<file path="src/rtl/opmux_pkg.sv">
package opmux_pkg;
   typedef enum logic [1:0] {
      SRC_REG   = 2'b00,
      SRC_READY = 2'b01,
      SRC_IRQ   = 2'b10,
      SRC_CLOCK = 2'b11
   } src_e;
endpackage

</file>
<file path="src/rtl/opmux_reg.sv">
module opmux_reg #(
   parameter int W        = 8,
   parameter int AW       = 4,
   parameter logic [AW-1:0] SET_ADDR = 4'hE,
   parameter logic [AW-1:0] CLR_ADDR = 4'hF
) (
   input  logic          clk,
   input  logic          rst_n,
   input  logic [AW-1:0] addr,
   input  logic          wr,
   input  logic [W-1:0]  wdata,
   output logic [W-1:0]  q
);
   if (SET_ADDR == CLR_ADDR) begin : g_bad_addr
      $error("opmux_reg: set and clear addresses must differ");
   end

   logic hit_set, hit_clr;
   assign hit_set = wr && (addr == SET_ADDR);
   assign hit_clr = wr && (addr == CLR_ADDR);

   always_ff @(posedge clk or negedge rst_n) begin
      if (!rst_n)       q <= '0;
      else if (hit_set) q <= q | wdata;
      else if (hit_clr) q <= q & ~wdata;
   end

   AST_SET_MASK: assert property (@(posedge clk) disable iff (!rst_n)
      (wr && addr == SET_ADDR) |=> (q == ($past(q) | $past(wdata))));
   AST_CLR_MASK: assert property (@(posedge clk) disable iff (!rst_n)
      (wr && addr == CLR_ADDR) |=> (q == ($past(q) & ~$past(wdata))));
   AST_IDLE_HOLD: assert property (@(posedge clk) disable iff (!rst_n)
      (!wr || (addr != SET_ADDR && addr != CLR_ADDR)) |=> $stable(q));
endmodule

</file>
<file path="src/rtl/opmux_sel.sv">
module opmux_sel
   import opmux_pkg::*;
#(
   parameter int NALT = 6,
   localparam int NG  = NALT / 2
) (
   input  logic [NALT-1:0] reg_bits,
   input  logic [2*NG-1:0] cfg,
   input  logic [NALT-1:0] ready,
   input  logic [NALT-1:0] irq,
   input  logic [NALT-1:0] clk_tap,
   output logic [NALT-1:0] pins
);
   for (genvar k = 0; k < NALT; k++) begin : g_pin
      src_e src;
      assign src = src_e'(cfg[2*(k/2) +: 2]);
      always_comb begin
         unique case (src)
            SRC_READY: pins[k] = ready[k];
            SRC_IRQ:   pins[k] = irq[k];
            SRC_CLOCK: pins[k] = clk_tap[k];
            default:   pins[k] = ~reg_bits[k];
         endcase
      end
   end
endmodule

</file>
<file path="src/rtl/opmux_flow.sv">
module opmux_flow #(
   parameter int NCH = 2
) (
   input  logic [NCH-1:0] reg_bits,
   input  logic [NCH-1:0] en,
   input  logic [NCH-1:0] rts,
   output logic [NCH-1:0] pins
);
   for (genvar c = 0; c < NCH; c++) begin : g_ch
      assign pins[c] = en[c] ? ~(reg_bits[c] & rts[c]) : ~reg_bits[c];
   end
endmodule

</file>
<file path="src/rtl/opmux_top.sv">
module opmux_top
   import opmux_pkg::*;
#(
   parameter int NPINS = 8,
   parameter int AW    = 4,
   parameter logic [AW-1:0] SET_ADDR = 4'hE,
   parameter logic [AW-1:0] CLR_ADDR = 4'hF,
   localparam int NCH  = 2,
   localparam int NALT = NPINS - NCH,
   localparam int NG   = NALT / 2
) (
   input  logic             clk,
   input  logic             rst_n,
   input  logic [AW-1:0]    bus_addr,
   input  logic             bus_wr,
   input  logic [NPINS-1:0] bus_wdata,
   input  logic [2*NG-1:0]  cfg_src,
   input  logic [NCH-1:0]   flow_en,
   input  logic [NCH-1:0]   rts,
   input  logic [NALT-1:0]  sig_ready,
   input  logic [NALT-1:0]  sig_irq,
   input  logic [NALT-1:0]  sig_clock,
   output logic [NPINS-1:0] port_pin,
   output logic [NPINS-1:0] port_reg
);
   if (NPINS < NCH + 2 || (NALT % 2) != 0) begin : g_bad_width
      $error("opmux_top: NPINS must leave an even, nonzero number of pins above the flow pins");
   end

   logic [NALT-1:0] alt_pins;
   logic [NCH-1:0]  flow_pins;

   opmux_reg #(.W(NPINS), .AW(AW), .SET_ADDR(SET_ADDR), .CLR_ADDR(CLR_ADDR)) u_reg (
      .clk(clk), .rst_n(rst_n), .addr(bus_addr), .wr(bus_wr),
      .wdata(bus_wdata), .q(port_reg)
   );

   opmux_flow #(.NCH(NCH)) u_flow (
      .reg_bits(port_reg[NCH-1:0]), .en(flow_en), .rts(rts), .pins(flow_pins)
   );

   opmux_sel #(.NALT(NALT)) u_sel (
      .reg_bits(port_reg[NPINS-1:NCH]), .cfg(cfg_src), .ready(sig_ready),
      .irq(sig_irq), .clk_tap(sig_clock), .pins(alt_pins)
   );

   assign port_pin = {alt_pins, flow_pins};

   AST_REG_SOURCE: assert property (@(posedge clk) disable iff (!rst_n)
      (cfg_src[1:0] == SRC_REG) |-> (port_pin[NCH] == !port_reg[NCH]));
   AST_READY_SOURCE: assert property (@(posedge clk) disable iff (!rst_n)
      (cfg_src[1:0] == SRC_READY) |-> (port_pin[NCH] == sig_ready[0]));
   AST_FLOW_OFF: assert property (@(posedge clk) disable iff (!rst_n)
      !flow_en[0] |-> (port_pin[0] == !port_reg[0]));
   AST_FLOW_BLOCKED: assert property (@(posedge clk) disable iff (!rst_n)
      (flow_en[0] && !port_reg[0]) |-> port_pin[0]);
endmodule

</file>
<file path="config.mk">
export PLATFORM = sky130hd
export DESIGN_NAME = opmux_top
export DESIGN_NICKNAME = d
export VERILOG_FILES = /design/src/rtl/opmux_pkg.sv /design/src/rtl/opmux_reg.sv /design/src/rtl/opmux_sel.sv /design/src/rtl/opmux_flow.sv /design/src/rtl/opmux_top.sv
export SDC_FILE = /design/constraint.sdc
export NUM_CORES = 1
export LEC_CHECK = 0
export BUFFER_PORTS_ARGS = -buffer_cell sky130_fd_sc_hd__buf_4
export CAP_MARGIN = 20
export CORE_MARGIN = 2
export CORE_UTILIZATION = 30
export CTS_BUF_LIST = sky130_fd_sc_hd__clkbuf_16
export CTS_CLUSTER_DIAMETER = 50
export DETAILED_ROUTE_END_ITERATION = 8
export PLACE_DENSITY = 0.73
export SKIP_CTS_REPAIR_TIMING = 1
export SLEW_MARGIN = 15
export SYNTH_ARGS = -nofsm -noshare
export SYNTH_HDL_FRONTEND = slang
export SYNTH_HIERARCHICAL = 1
export SYNTH_SLANG_ARGS = --single-unit
</file>
<file path="constraint.sdc">
create_clock -name clk -period 1.22 [get_ports clk]
set_clock_uncertainty 0.2 [all_clocks]
set_input_delay 0.305 -clock clk [delete_from_list [all_inputs] [get_ports clk]]
set_output_delay 0.305 -clock clk [all_outputs]
set_load 0.005 [all_outputs]
</file>
==> metrics.md, run 1 <==
| Metric | Value |
|---|---|
| Vias in the first global route | `between 500 and 600` |
| Final hold viol count | `0` |
| Logic pwr share | `40.2%` |
| Global-route wire length before repair | `2470 um` |
| Worst EP arrival | `1230 ps` |
| Overflow left after global routing | `0` |
| Num rows | `15` |
| Switching Fraction | `22.9%` |
| Failing checks | `setup timing` |
| CTS tree | `built` |
| Syn Std Cell Area | `around 570 um^2` |
| WS Path Type | `flop to primary output` |
| Via-to-Cell Ratio | `4.55` |
| DRT iter0 DRCs | `5` |
| Post-DP HPWL | `1470 um` |
| FMAX | `575 MHz` |
| CTS root buf | `clkbuf_16` |
| Die X-Extent | `47.6 um` |
| TNS Setup | `-4020 ps` |
| Static leakage | `0.691 nW` |
| Worst skew pair latency | `230 ps` |
| Commonest non-fill, non-tap cell in the layout | `buf_4` |
| Die area | `2260 um^2` |
| Switch Pwr | `0.000348 W` |
| Synth warnings | `6` |
| Placer Congestion | `roughly 0.64` |
| Core footprint | `between 1500 and 2000 um^2` |
| Yosys reg bits | `8` |
| CTS buffer count | `3` |
| RSZ-0062 raised after global routing | `yes` |
| Worst Tran Pin Value | `344 ps` |
| Largest net degree at the start of global routing | `9` |
| DRC errors left | `0` |
| Drt pass-1 iters | `4` |
| Pins Over Slew Limit | `0` |
| Sequential standard cell area | `approximately 200 um^2` |
| Initial Utilization | `32.3%` |
| Die outline height | `47.6 um` |
| Port buffer count | `58` |
| Vias | `between 600 and 700` |
| Post-Syn Instances | `51` |
| P per Cell Area | `1270 nW/um^2` |
| Worst Hold Class | `primary input to flop` |
| Int Pwr | `0.00117 W` |
| Critical path peak fanout | `2` |
| # nets final | `163` |
| Clock network power share | `35.0%` |
| Crit path time final | `1740 ps` |
| GRT Overall Usage | `16.5%` |
| Clock sinks | `8` |
| ANT cells | `0` |
| Syn_area_per_cell | `~11 um^2` |
| Post-synth cell types | `9` |
| Post-DR wirelength/cell | `13.8 um` |
| Mapped Nets | `94` |
| Initial antenna violation count | `0` |
| Period utilization | `143%` |
| Status | `complete, but fails checks` |
| Fill cell total of the finished layout | `137` |
| Utilization after layout | `between 60% and 70%` |
| Relative slew slack | `77.0%` |
| Overall routed net length | `1980 um` |
| Setup ws final | `-519 ps` |
| Final ANT Viol Nets | `0` |
| Register area share after synthesis | `35.2%` |
| Crit end category | `primary output` |
| Commonest non-fill, non-tap cells in the layout | `49 x buf_4, 16 x buf_6, 16 x inv_1` |
| Maximum VDD drop | `0.752 mV` |
| Area of the multi-input gates | `roughly 270 um^2` |
| Final setup violation count | `16` |
| Syn-to-layout area delta | `110%` |
| Maxcap violations | `0` |
| Htree depth | `1` |
| Clock transition at path regs | `about 30 ps` |
| Io pins | `59` |
| CP required | `710 ps` |
| Layout cells sized above 1 | `between 60% and 70%` |
| Reg power frac | `24.7%` |
| Maximum buffer depth of the clock tree | `2` |
| Pre-CTS setup slack | `-347 ps` |
| Startpoint class of the critical path | `flop` |
kinds of logic after synthesis:
kind of cell	after synthesis	share of synthesized area (%)
compound gates	2	3.08
buf+inv	18	13.2
flops	8	35.2
mux	14	41.8
simple gates	9	6.81
cells in the mapped netlist:
cell     instances  area, um^2
dfrtp_1          8         200
inv_1           16        60.1
buf_6            1        11.3
buf_1            1        3.75
mux2i_1          8        80.1
nand2_1          8        30.0
o21ai_2          2        17.5
and4_1           1        8.76
mux4_1           6         158
routing by layer:
metal | wire, um | vias up | track usage, % | part of all wire, %
met3 | 246 | 2 | 4.91 | 12
met4 | 8 | 0 | 6.49 | 0.40
met5 | 0 | - | 0 | 0
met1 | 634 | 305 | 16.6 | 32
met2 | 1090 | 41 | 31.4 | 55
li1 | - | 302 | - | -
per-stage QoR:
step | hold WS, ps | instance area (um^2) | total power [W] | std cells
after global placement | -71.4 | 1040 | 0.000873 | 138
after floorplan | -191 | 547 | 0.000532 | 51
after CTS | -311 | 1120 | 0.00144 | 141
after detailed placement | -70.4 | 1040 | 0.000892 | 138
final | 136 | 1200 | 0.00152 | 143
after global routing | 142 | 1200 | 0.00161 | 143
critical path: stages, from the launching register on:
cell,delay (ps)
dfrtp_1,360
inv_1,60
mux4_2,460
buf_6,130
power by group through the flow:
stage | Clock (W) | Combinational, W | Sequential (W)
3_5_place_dp | 0 | 0.000522 | 0.000370
3_3_place_gp | 0 | 0.000505 | 0.000368
6_report | 0.000532 | 0.000611 | 0.000376
2_1_floorplan | 0 | 0.000149 | 0.000383
4_1_cts | 0.000543 | 0.000528 | 0.000368
5_1_grt | 0.000560 | 0.000664 | 0.000384
path summary, 6_finish.rpt:
| check | startpoint | to | slack (ps) | depth (start not counted) |
|---|---|---|---|---|
| max in group asynchronous | rst_n | async pin | 440 | 2 |
| worst min-delay path | bus_addr[0] | flop | 140 | 2 |
| worst max-delay path | flop | port_pin[7] | -520 | 3 |
| worst max register to register | flop | flop | 170 | 4 |
| min in group asynchronous | rst_n | async pin | 260 | 2 |
| worst min register to register | flop | flop | 360 | 2 |
area by class of cell:
class	count	share of cell area, %
Clock buffer	3	6.28
Inverter	16	5.02
Sequential cell	8	16.7
Multi-Input combinational cell	25	22.7
Timing Repair Buffer	66	46.7
Tap cell	25	2.62
Note: power is estimated with default switching activity, not from simulation.
==> run 2, diff against run 1 <==
CTS_BUF_LIST = sky130_fd_sc_hd__clkbuf_4 sky130_fd_sc_hd__clkbuf_8 sky130_fd_sc_hd__clkbuf_16   (was sky130_fd_sc_hd__clkbuf_16)
==> metrics.md, run 2 (same netlist as run 1, synthesis figures left out) <==
| Metric | Value |
|---|---|
| Status | `complete, but fails checks` |
| Failing checks | `setup timing` |
| Placed inst area | `1040 um^2 (unchanged)` |
| CTS buffer count | `3 (unchanged)` |
| DRC errors left | `0 (unchanged)` |
| Largest net degree at the start of global routing | `9 (unchanged)` |
| Final ANT Viol Nets | `0 (unchanged)` |
| Reg power frac | `31.9% (+7.2 points)` |
| Num rows | `15 (unchanged)` |
| Startpoint class of the critical path | `flop` |
| Max layer used | `met4` |
| Core footprint | `1760 um^2 (unchanged)` |
| Switch Pwr | `0.000315 W (-9.7%)` |
| Static leakage | `0.667 nW (-3.5%)` |
| Via-to-Cell Ratio | `4.45 (-2.1%)` |
| Clock sinks | `8 (unchanged)` |
| Relative slew slack | `77.9% (+0.84 points)` |
| Vias | `641 (-1.4%)` |
| Initial antenna violation count | `0 (unchanged)` |
| Maxcap violations | `0 (unchanged)` |
| Worst hold path depth | `2 (unchanged)` |
| Crit end category | `primary output` |
| WL met2 | `1000 um (-7.8%)` |
| Metal3 WL | `219 um (-11%)` |
| Pre-CTS setup slack | `-347 ps (unchanged)` |
| Initial Utilization | `32.3% (unchanged)` |
| GRT Overall Usage | `14.5% (-2.0 points)` |
| Maximum buffer depth of the clock tree | `2 (unchanged)` |
| Layout cells sized above 1 | `64.7% (+0.30 points)` |
| FMAX | `570 MHz (-0.85%)` |
| CTS root buf | `clkbuf_4` |
| # nets final | `164 (+0.61%)` |
| Utilization after layout | `64.4% (-3.4 points)` |
| Port buffer count | `58 (unchanged)` |
| Worst skew pair latency | `240 ps (about the same)` |
| R2r setup slk | `170 ps (about the same)` |
| Die X-Extent | `47.6 um (unchanged)` |
| Clock network power share | `16.7% (-18 points)` |
| Setup ws final | `-534 ps (-14.9 ps)` |
| DRT iter0 DRCs | `2 (-3)` |
| Switching Fraction | `27.0% (+4.1 points)` |
| Final Instance Area | `1140 um^2 (-5.0%)` |
| Crit path time final | `1750 ps (+14.9 ps)` |
| Overall routed net length | `1850 um (-6.4%)` |
| Post-DR wirelength/cell | `12.9 um (-7.0%)` |
| ANT cells | `0 (unchanged)` |
| Overflow left after global routing | `0 (unchanged)` |
| Worst EP arrival | `1250 ps (+20 ps)` |
| Die outline height | `47.6 um (unchanged)` |
| HP Start | `bus_addr[0]` |
| Commonest non-fill, non-tap cells in the layout | `54 x buf_4, 16 x inv_1, 12 x buf_6` |
| Int Pwr | `0.000851 W (-27%)` |
| Commonest non-fill, non-tap cell in the layout | `buf_4` |
| Fill cell total of the finished layout | `156 (+14%)` |
| Final setup violation count | `16 (unchanged)` |
| Worst r2r path cells | `4 (unchanged)` |
| P per Cell Area | `1030 nW/um^2 (-19%)` |
| WS Path Type | `flop to primary output` |
| Htree depth | `1 (unchanged)` |
| Critical path peak fanout | `2 (unchanged)` |
| Worst Hold Class | `primary input to flop` |
| Clock transition at path regs | `50 ps (+20 ps)` |
| Vias in the first global route | `566 (-2.1%)` |
| Maximum VDD drop | `0.678 mV (-9.9%)` |
| Die area | `2260 um^2 (unchanged)` |
| Logic pwr share | `51.5% (+11 points)` |
| CTS tree | `built` |
| Drt pass-1 iters | `3 (-1)` |
| TNS Setup | `-4340 ps (-317 ps)` |
| Total power | `0.00117 W (-23%)` |
| Worst Tran Pin Value | `332 ps (-12.6 ps)` |
| Period utilization | `144% (+1.2 points)` |
| Post-DP HPWL | `1470 um (unchanged)` |
| Global-route wire length before repair | `2280 um (-7.6%)` |
| Syn-to-layout area delta | `99.6%` |
| RSZ-0062 raised after global routing | `yes` |
| Io pins | `59 (unchanged)` |
| CP required | `710 ps (about the same)` |
| Met1 WL | `619 um (-2.4%)` |
| Pins Over Slew Limit | `0 (unchanged)` |
| Placer Congestion | `0.643 (unchanged)` |
| Final hold viol count | `0 (unchanged)` |
-- run 2: worst max path at each step --
stage,end,slack (ps),depth (start not counted)
after global placement,port_pin[6],-310,3
after floorplan,port_pin[2],-120,2
final,port_pin[5],-530,3
after CTS,port_pin[5],-530,3
after global routing,port_pin[7],-570,3
after detailed placement,port_pin[6],-350,3
-- run 2: critical path: stages, from the launching register on --
cell,delay [ps]
dfrtp_1,360
inv_1,50
mux4_2,470
buf_6,130
-- run 2: power by group through the flow --
stage,sequential (W),clock [W],combinational [W]
after global routing,0.000377,0.000215,0.000652
after global placement,0.000368,0,0.000505
after detailed placement,0.000370,0,0.000522
after floorplan,0.000383,0,0.000149
after CTS,0.000366,0.000200,0.000522
final,0.000372,0.000194,0.000600
-- run 2: metrics by stage --
| stage | instances | hold WS (ps) |
|---|---|---|
| 5_1_grt | 144 | 102 |
| 2_1_floorplan | 51 | -191 |
| 6_report | 144 | 114 |
| 3_5_place_dp | 138 | -70.4 |
| 3_3_place_gp | 138 | -71.4 |
| 4_1_cts | 141 | -331 |
-- run 2: cell type report --
cell class	count	area, um^2	area share (%)
Tap cell	25	31.3	2.75
Sequential cell	8	200	17.6
Multi-Input combinational cell	25	272	23.9
Clock buffer	3	22.5	1.98
Timing Repair Buffer	67	551	48.5
Inverter	16	60.1	5.29
-- run 2: routing by layer --
layer	vias to the layer above	global-route usage (%)
met5	-	0
met4	0	3.24
met3	2	4.91
met2	39	27.8
met1	297	15.1
li1	303	-
==> run 3, diff against run 2 <==
RECOVER_POWER = 50   (was unset)
SETUP_SLACK_MARGIN = 0.5   (was unset)
==> metrics.md, run 3 (same netlist as run 1, synthesis figures left out) <==
| Metric | Value |
|---|---|
| Drt pass-1 iters | `3 (unchanged)` |
| P per Cell Area | `1040 nW/um^2 (+1.3%)` |
| FMAX | `570 MHz (about the same)` |
| Syn-to-layout area delta | `107%` |
| Final hold viol count | `8 (+8)` |
| Crit end category | `primary output` |
| Die X-Extent | `47.6 um (unchanged)` |
| Period utilization | `144% (about the same)` |
| Pins Over Slew Limit | `0 (unchanged)` |
| Failing checks | `hold timing, setup timing` |
| Static leakage | `0.675 nW (+1.2%)` |
| CTS tree | `built` |
| Htree depth | `1 (unchanged)` |
| ANT cells | `0 (unchanged)` |
| Switch Pwr | `0.000338 W (+7.3%)` |
| Placer Congestion | `0.650 (+1.1%)` |
| Maximum VDD drop | `0.556 mV (-18%)` |
| DRT iter0 DRCs | `4 (+2)` |
| Worst r2r path cells | `4 (unchanged)` |
| WS Path Type | `flop to primary output` |
| Vias | `618 (-3.6%)` |
| Final ANT Viol Nets | `0 (unchanged)` |
| Initial antenna violation count | `0 (unchanged)` |
| CTS buffer count | `3 (unchanged)` |
| Overall routed net length | `1680 um (-9.1%)` |
| Reg power frac | `30.8% (-1.1 points)` |
| Core footprint | `1760 um^2 (unchanged)` |
| Critical path peak fanout | `2 (unchanged)` |
| Global-route wire length before repair | `2160 um (-5.4%)` |
| Int Pwr | `0.000888 W (+4.3%)` |
| Status | `complete, but fails checks` |
| Maxcap violations | `0 (unchanged)` |
| Vias in the first global route | `526 (-7.1%)` |
| Crit path to | `port_pin[2]` |
| Clock sinks | `8 (unchanged)` |
| WHS | `-245 ps (-359 ps)` |
| Final setup violation count | `16 (unchanged)` |
| Largest net degree at the start of global routing | `9 (unchanged)` |
| Utilization after layout | `66.8% (+2.4 points)` |
| Via-to-Cell Ratio | `4.26 (-4.3%)` |
| Logic pwr share | `52.3% (+0.8 points)` |
| Worst Hold Class | `primary input to async pin` |
| Startpoint class of the critical path | `flop` |
| Commonest non-fill, non-tap cells in the layout | `50 x buf_4, 17 x buf_6, 11 x inv_1` |
| Worst Tran Pin Value | `425 ps (+93.7 ps)` |
| Die area | `2260 um^2 (unchanged)` |
| # nets final | `165 (+0.61%)` |
| Die outline height | `47.6 um (unchanged)` |
| Setup ws final | `-534 ps (-0.203 ps)` |
| Num rows | `15 (unchanged)` |
| Crit path time final | `1750 ps (+0.203 ps)` |
| Switching Fraction | `27.5% (+0.56 points)` |
| Worst EP arrival | `1250 ps (about the same)` |
| TNS Setup | `-4720 ps (-383 ps)` |
| Relative slew slack | `71.6% (-6.2 points)` |
| GRT Overall Usage | `14.1% (-0.35 points)` |
| Commonest non-fill, non-tap cell in the layout | `buf_4` |
| Maximum buffer depth of the clock tree | `2 (unchanged)` |
| CP required | `710 ps (about the same)` |
| DRC errors left | `0 (unchanged)` |
| Clock transition at path regs | `60 ps (about the same)` |
| Io pins | `59 (unchanged)` |
| R2r setup slk | `180 ps (about the same)` |
| Clock network power share | `16.9% (+0.2 points)` |
| Port buffer count | `58 (unchanged)` |
| Post-DP HPWL | `1290 um (-12%)` |
| Layout cells sized above 1 | `76.7% (+12 points)` |
| Initial Utilization | `32.3% (unchanged)` |
| CTS root buf | `clkbuf_4` |
| Post-DR wirelength/cell | `11.6 um (-9.8%)` |
| Overflow left after global routing | `0 (unchanged)` |
| RSZ-0062 raised after global routing | `yes` |
| Worst skew pair latency | `250 ps (about the same)` |
| Fill cell total of the finished layout | `150 (-3.8%)` |
## run 3: cell types whose count changed in the layout (fill, tap and decap cells not counted), sizes merged
cell | previous run | this run
buf | 66 | 67
dlygate4sd3 | 1 | 0
clkbuf | 3 | 4
## run 3: metrics by stage
step	hold slack (ps)	cell area (um^2)	total power (W)	instances	setup WS, ps
after CTS	-346	1090	0.00110	141	-527
final	-245	1180	0.00123	145	-534
after floorplan	-191	567	0.000533	51	-124
after global routing	-228	1180	0.00132	145	-587
after detailed placement	-72.4	1060	0.000885	138	-330
after global placement	-71.8	1060	0.000876	138	-327
## run 3: power groups by stage
stage | logic (W) | clock network [W] | registers [W]
after floorplan | 0.000150 | 0 | 0.000383
after global placement | 0.000508 | 0 | 0.000368
after detailed placement | 0.000515 | 0 | 0.000370
after CTS | 0.000518 | 0.000212 | 0.000366
after global routing | 0.000699 | 0.000234 | 0.000383
final | 0.000642 | 0.000207 | 0.000377
## run 3: area by class of cell
type / count / area [um^2] / share of cell area, %
timing repair buffer: 68 / 571 / 48.4
multi-input combinational: 25 / 294 / 24.9
sequential: 8 / 200 / 17.0
inverter: 16 / 60.1 / 5.10
tap: 25 / 31.3 / 2.65
clock buffer: 3 / 22.5 / 1.91
## run 3: worst min-delay path by stage
stage / from / endpoint / depth (start not counted) / slack [ps]
CTS: rst_n / async pin / 1 / -350
finish: rst_n / async pin / 1 / -250
floorplan: rst_n / async pin / 0 / -190
global placement: rst_n / async pin / 1 / -70
global route: rst_n / async pin / 1 / -230
detailed placement: rst_n / async pin / 1 / -70
## run 3: critical path, stage by stage (launching register included)
cell     delay [ps]
dfrtp_1         360
inv_1            50
mux4_2          450
buf_4           150
## run 3: layer usage
layer / part of all wire (%) / track usage (%)
met5: 0 / 0
met1: 34 / 16.9
met4: 0.59 / 8.11
met3: 10 / 3.40
met2: 55 / 23.2
